==> config.mk <==
export PLATFORM = sky130hd
export DESIGN_NAME = sdp_ram_stall
export DESIGN_NICKNAME = d
export VERILOG_FILES = /design/src/rtl/sdpr_pkg.sv /design/src/rtl/sdpr_wr_port.sv /design/src/rtl/sdpr_rd_port.sv /design/src/rtl/sdpr_lane_mem.sv /design/src/rtl/sdpr_out_reg.sv /design/src/rtl/sdp_ram_stall.sv
export SDC_FILE = /design/constraint.sdc
export NUM_CORES = 2
export LEC_CHECK = 0
export ABC_CLOCK_PERIOD_IN_PS = 3050
export BUFFER_PORTS_ARGS = -buffer_cell sky130_fd_sc_hd__buf_2
export CAP_MARGIN = 0
export CORE_UTILIZATION = 44
export CTS_BUF_LIST = sky130_fd_sc_hd__clkbuf_2 sky130_fd_sc_hd__clkbuf_4 sky130_fd_sc_hd__clkbuf_8
export CTS_CLUSTER_SIZE = 25
export DETAILED_ROUTE_END_ITERATION = 8
export PLACE_DENSITY = 0.6
export SYNTH_ARGS = -nofsm -noshare
export SYNTH_HDL_FRONTEND = slang
export SYNTH_SLANG_ARGS = --single-unit
==> constraint.sdc <==
create_clock -name clk_p -period 3.05 [get_ports clk_p]
set_clock_uncertainty 0.2 [all_clocks]
set_input_delay 0.61 -clock clk_p [delete_from_list [all_inputs] [get_ports clk_p]]
set_output_delay 0.61 -clock clk_p [all_outputs]
set_load 0.05 [all_outputs]
==> src/rtl/sdpr_pkg.sv <==
package sdpr_pkg;

    typedef enum logic [1:0] {
        SDPR_SINGLE   = 2'd0,
        SDPR_RW_SPLIT = 2'd1,
        SDPR_IN_OUT   = 2'd2,
        SDPR_PER_PORT = 2'd3
    } clk_mode_e;

    // Read-side input registers follow the secondary clock
    function automatic logic rd_side_on_sec(clk_mode_e m);
        return (m == SDPR_RW_SPLIT) || (m == SDPR_PER_PORT);
    endfunction

    // Output register follows the secondary clock
    function automatic logic out_on_sec(clk_mode_e m);
        return m != SDPR_SINGLE;
    endfunction

endpackage

==> src/rtl/sdpr_wr_port.sv <==
module sdpr_wr_port #(
    parameter int ADDR_W = 6,
    parameter int DATA_W = 32,
    parameter int BE_W   = 4
) (
    input  logic              clk,
    input  logic              ce,
    input  logic              clr,
    input  logic              wen_i,
    input  logic              hold_i,
    input  logic [ADDR_W-1:0] addr_i,
    input  logic [DATA_W-1:0] data_i,
    input  logic [BE_W-1:0]   be_i,
    output logic              wen_q,
    output logic [ADDR_W-1:0] addr_q,
    output logic [DATA_W-1:0] data_q,
    output logic [BE_W-1:0]   be_q
);

    always_ff @(posedge clk or posedge clr) begin
        if (clr) begin
            wen_q  <= 1'b0;
            addr_q <= '0;
            data_q <= '0;
            be_q   <= '0;
        end else if (ce) begin
            if (!hold_i) addr_q <= addr_i;
            wen_q  <= wen_i;
            data_q <= data_i;
            be_q   <= be_i;
        end
    end

    // held address stays put
    a_r8_wr_addr_frozen: assert property (@(posedge clk) disable iff (clr)
        (ce && hold_i) |=> (addr_q == $past(addr_q)));

    // idle write strobe yields no registered write
    a_r7_no_write_strobe: assert property (@(posedge clk) disable iff (clr)
        (ce && !wen_i) |=> !wen_q);

endmodule

==> src/rtl/sdpr_rd_port.sv <==
module sdpr_rd_port #(
    parameter int ADDR_W = 6
) (
    input  logic              clk,
    input  logic              ce,
    input  logic              clr,
    input  logic              ren_i,
    input  logic              hold_i,
    input  logic [ADDR_W-1:0] addr_i,
    output logic              ren_q,
    output logic [ADDR_W-1:0] addr_q
);

    always_ff @(posedge clk or posedge clr) begin
        if (clr) begin
            ren_q  <= 1'b0;
            addr_q <= '0;
        end else if (ce) begin
            if (!hold_i) addr_q <= addr_i;
            ren_q <= ren_i;
        end
    end

    // held read address stays put
    a_r9_rd_addr_frozen: assert property (@(posedge clk) disable iff (clr)
        (ce && hold_i) |=> (addr_q == $past(addr_q)));

endmodule

==> src/rtl/sdpr_lane_mem.sv <==
module sdpr_lane_mem #(
    parameter int ADDR_W = 6,
    parameter int DATA_W = 32,
    parameter int BE_W   = 4
) (
    input  logic              wclk,
    input  logic              ce,
    input  logic              we,
    input  logic [ADDR_W-1:0] waddr,
    input  logic [DATA_W-1:0] wdata,
    input  logic [BE_W-1:0]   be,
    input  logic [ADDR_W-1:0] raddr,
    output logic [DATA_W-1:0] rdata
);

    localparam int DEPTH  = 1 << ADDR_W;
    localparam int LANE_W = DATA_W / BE_W;

    for (genvar g = 0; g < BE_W; g++) begin : g_lane
        logic [LANE_W-1:0] store [DEPTH];

        always_ff @(posedge wclk) begin
            if (ce && we && be[g]) store[waddr] <= wdata[g*LANE_W +: LANE_W];
        end

        assign rdata[g*LANE_W +: LANE_W] = store[raddr];
    end

endmodule

==> src/rtl/sdpr_out_reg.sv <==
module sdpr_out_reg #(
    parameter int DATA_W = 32
) (
    input  logic              clk,
    input  logic              ce,
    input  logic              clr,
    input  logic              sclr,
    input  logic              load,
    input  logic [DATA_W-1:0] d,
    output logic [DATA_W-1:0] q
);

    always_ff @(posedge clk or posedge clr) begin
        if (clr)           q <= '0;
        else if (ce) begin
            if (sclr)      q <= '0;
            else if (load) q <= d;
        end
    end

    // no read strobe, no change
    a_r4_hold_without_read: assert property (@(posedge clk) disable iff (clr)
        (ce && !sclr && !load) |=> $stable(q));

    // synchronous clear zeroes the word
    a_r12_sclr_zeroes: assert property (@(posedge clk) disable iff (clr)
        (ce && sclr) |=> (q == '0));

    // gated edge freezes the word
    a_r10_gated_hold: assert property (@(posedge clk) disable iff (clr)
        !ce |=> $stable(q));

endmodule

==> src/rtl/sdp_ram_stall.sv <==
module sdp_ram_stall
    import sdpr_pkg::*;
#(
    parameter clk_mode_e MODE   = SDPR_SINGLE,
    parameter int        ADDR_W = 6,
    parameter int        DATA_W = 32,
    parameter int        BE_W   = 4
) (
    input  logic              clk_p,
    input  logic              clk_s,
    input  logic              ce_p,
    input  logic              ce_s,
    input  logic              clr_p,
    input  logic              clr_s,
    input  logic              out_sclr,
    input  logic [DATA_W-1:0] wr_data,
    input  logic [ADDR_W-1:0] wr_addr,
    input  logic              wr_en,
    input  logic [BE_W-1:0]   wr_lane_en,
    input  logic              wr_addr_hold,
    input  logic [ADDR_W-1:0] rd_addr,
    input  logic              rd_en,
    input  logic              rd_addr_hold,
    output logic [DATA_W-1:0] rd_data
);

    localparam logic RD_SEC  = rd_side_on_sec(MODE);
    localparam logic OUT_SEC = out_on_sec(MODE);

    // Domain routing per register group (constant selects)
    logic rd_clk, rd_ce, rd_clr;
    logic o_clk,  o_ce,  o_clr;

    assign rd_clk = RD_SEC  ? clk_s : clk_p;
    assign rd_ce  = RD_SEC  ? ce_s  : ce_p;
    assign rd_clr = RD_SEC  ? clr_s : clr_p;
    assign o_clk  = OUT_SEC ? clk_s : clk_p;
    assign o_ce   = OUT_SEC ? ce_s  : ce_p;
    assign o_clr  = OUT_SEC ? clr_s : clr_p;

    logic              wq_en;
    logic [ADDR_W-1:0] wq_addr;
    logic [DATA_W-1:0] wq_data;
    logic [BE_W-1:0]   wq_be;
    logic              rq_en;
    logic [ADDR_W-1:0] rq_addr;
    logic [DATA_W-1:0] mem_word;

    sdpr_wr_port #(.ADDR_W(ADDR_W), .DATA_W(DATA_W), .BE_W(BE_W)) u_wr (
        .clk(clk_p), .ce(ce_p), .clr(clr_p),
        .wen_i(wr_en), .hold_i(wr_addr_hold), .addr_i(wr_addr),
        .data_i(wr_data), .be_i(wr_lane_en),
        .wen_q(wq_en), .addr_q(wq_addr), .data_q(wq_data), .be_q(wq_be)
    );

    sdpr_rd_port #(.ADDR_W(ADDR_W)) u_rd (
        .clk(rd_clk), .ce(rd_ce), .clr(rd_clr),
        .ren_i(rd_en), .hold_i(rd_addr_hold), .addr_i(rd_addr),
        .ren_q(rq_en), .addr_q(rq_addr)
    );

    sdpr_lane_mem #(.ADDR_W(ADDR_W), .DATA_W(DATA_W), .BE_W(BE_W)) u_mem (
        .wclk(clk_p), .ce(ce_p), .we(wq_en), .waddr(wq_addr),
        .wdata(wq_data), .be(wq_be), .raddr(rq_addr), .rdata(mem_word)
    );

    sdpr_out_reg #(.DATA_W(DATA_W)) u_out (
        .clk(o_clk), .ce(o_ce), .clr(o_clr), .sclr(out_sclr),
        .load(rq_en), .d(mem_word), .q(rd_data)
    );

endmodule

==> impl_metrics.py <==
metrics = {
    "run_status": {
        "status": "finished, final reports clean",
    },
    "synth": {
        "yosys-top-cells-area": "edfxtp_1 75%, mux4_2 12%, mux2i_1 3.3%",
        "syn_avg_cell_area_um2": 20.68,
        "synth_fp_nets": 4048,
        "synth_edf_count": 2048,
        "synth_sequential_area_ratio_pct": 77.04,
        "synth_cell_type_count": 49,
        "synth_ff_type": "edfxtp_1",
        "yosysWarnings": 0,
        "synth.most_common_cell": "edfxtp_1",
        "synth_top_cells_by_count": "2,048 x edfxtp_1, 422 x mux4_2, 280 x nor2_1",
        "yosysTopAreaCellShare_pct": 74.55,
        "netlist_area_um2": 82490,
        "yosys.area.top_type": "edfxtp_1",
        "synthArstFlopShare_pct": 3.850,
        "synth_seq_cells": 2130,
        "synthCells": 3989,
    },
    "floorplanning": {
        "fp-row-count": 158,
        "core_um2": 185800,
        "die_h_um": 435.0,
        "initial_core_util_pct": 44.39,
        "fp.dieArea_um2": 189200,
        "pin_count": 91,
        "die_x_um": 435.0,
    },
    "cts": {
        "clock_sinks": 2130,
        "clk_pin_slew_ns": 0.06,
        "post_cts_buffers": 0,
        "cts_buffer_depth": 4,
        "cts_tree": "built",
        "ctsHtreeMaxLevel": 5,
        "cts_buffers": 343,
        "cts_root_buf": "clkbuf_8",
        "insertion_delay_ns": 1.09,
    },
    "critical_path": {
        "crit_top_cell": "mux4_2",
        "cp_max_fo": 13,
        "required_ns": 3.76,
        "arrival_ns": 3.75,
        "cp-end-kind": "register",
        "critPathLaunchType": "register",
        "critPathMaxStageDelay_ns": 0.55,
        "reg2reg_from": "u_rd.addr_q[0]",
        "path_cells": "buf_12 > buf_16 > mux4_2 > mux4_2 > a22o_1 > a211o_1",
        "critPathLaunch": "u_rd.addr_q[0]",
        "critPathSlowestCell": "mux4_2",
        "setup.worst_path.class": "register to register",
    },
    "place": {
        "dp_hpwl_um": 156100,
        "dpl_cell_area_um2": 89590,
        "gp_congestion": 0.8824,
        "place_ws_ns": -0.1866,
        "io_buffers": 87,
    },
    "sta": {
        "worstMarginPinSlew_ns": 1.266,
        "slew_headroom_pct": 15.61,
        "setup_violations": 0,
        "setup_ws_ns": 0.01390,
        "tns_ns": 0,
        "period_share_pct": 99.54,
        "finalHoldViolCount": 0,
        "min_period_ns": 3.036,
        "clock.fmax_mhz": 329.4,
        "maxSlewViolCount": 0,
        "rsz0062_at_grt": "yes",
    },
    "detailed_routing": {
        "vias": 44070,
        "dr.pass1.iters": 8,
        "detail-route-antenna-nets": 0,
        "viasPerCell": 5.829,
        "drcViolationCount": 0,
        "dr.first_iter.drc_count": 5440,
        "drt_wl_total_um": 238000,
        "drt-wirelength-per-cell_um": 31.48,
    },
    "cells_and_area": {
        "final_util_pct": 52.34,
        "nNetsFinal": 4890,
        "multi_input_area_um2": 17720,
        "drive_gt1_share_pct": 33.70,
        "final_area_um2": 97270,
        "nFillCells": 14690,
        "final-seq-area_um2": 63600,
        "area_delta_synth_final_pct": 17.92,
    },
    "pwr": {
        "p_leak_nw": 32.57,
        "pwr_density_cell_nw_per_um2": 674.4,
        "vdd_drop_max_v": 0.0004721,
        "totalPowerFinal_w": 0.06560,
    },
    "min_path": {
        "hold_start": "ce_p",
        "hp-class": "primary input to register",
    },
    "grt": {
        "grt_max_degree": 66,
        "grt-ovfl-total": 0,
        "antenna_found_initial": 10,
        "grt_pass1_vias": 44070,
        "grt_usage_pct": 25.05,
        "grt_pass1_wl_um": 332900,
    },
    "job": {
        "drv_cap": 0,
    },
}
-- what timing repair did --
item / 4_1_cts / 5_1_grt
hold endpoints to repair: 136 / 0
gates resized for setup: 4 / 8
gates cloned: 1 / 3
hold buffers: 97 / 0
setup endpoints to repair: 4 / 8
-- cells in the final DEF (no fill, tap or decap), drive strengths merged, types with 17 or more instances in the layout --
cell         instances
nand3               61
mux2i              269
a22oi              165
a21oi               17
o22ai               27
mux2                57
clkbuf             498
edfxtp            2048
dlygate4sd3         97
nor2b               18
dfrtp               82
nor2               280
nand2              115
buf                634
clkinv              82
mux4               422
-- path summary, 6_finish.rpt --
path	depth (start not counted)	endpoint	slack [ns]
setup / recovery	6	u_out.q[25]	0.01
hold / removal	3	u_wr.data_q[12]	0.09
setup reg to reg	6	u_out.q[25]	0.01
hold reg to reg	1	u_out.q[18]	0.31
max in group asynchronous	5	u_wr.data_q[11]	1.33
min in group asynchronous	4	u_wr.wen_q	0.54
-- per-stage QoR --
stage | cells | hold WS (ns)
3_5_place_dp | 6865 | 0.3005
5_1_grt | 7556 | 0.04434
6_report | 7561 | 0.09374
3_3_place_gp | 6865 | 0.3007
2_1_floorplan | 3989 | 0.2814
4_1_cts | 7551 | 0.0005480
-- routing by layer --
layer | global-route usage [%] | wire length (um)
met2 | 38.83 | 111300
met3 | 6.107 | 21490
met4 | 11.10 | 10680
met1 | 33.71 | 94470
met5 | 0.2772 | 131
-- worst max-delay path, delay by kind of cell, from the launching register on --
family                 cells  cell delay [ns]
muxes                      2             1.09
DFF                        1             0.51
buffers and inverters      2             0.43
AOI/OAI and AO/OA          2             0.63
-- cells by family after synthesis --
kind of cell    Yosys count  synth area share (%)
mux                     748                 15.56
flops                  2130                 77.04
compound gates          324                 2.923
simple gates            542                 2.861
buf+inv                 245                 1.611
-- where the power goes --
part	total [W]	leakage (nW)	internal [W]	switching, W
sequential	0.0336	19.4	0.0328	0.000789
combinational	0.00827	9.69	0.00337	0.00489
clock	0.0238	3.48	0.0129	0.0108
-- state kept, by name, indices dropped and copies added (netlist names) --
name,count
u_out.q,32
u_wr.wen_q,1
u_rd.ren_q,1
u_wr.be_q,4
u_wr.data_q,32
u_wr.addr_q,6
u_mem.g_lane.store,2048
u_rd.addr_q,6
-- final cells by class --
type / count / area share (%)
Antenna cell: 7 / 0.01801
Sequential cell: 2130 / 65.39
Clock buffer: 495 / 6.142
Clock inverter: 93 / 0.5583
Multi-Input combinational cell: 1614 / 18.22
Timing Repair Buffer: 735 / 6.451
Inverter: 7 / 0.03216
Tap cell: 2480 / 3.190
(Power assumes the default switching activity.)
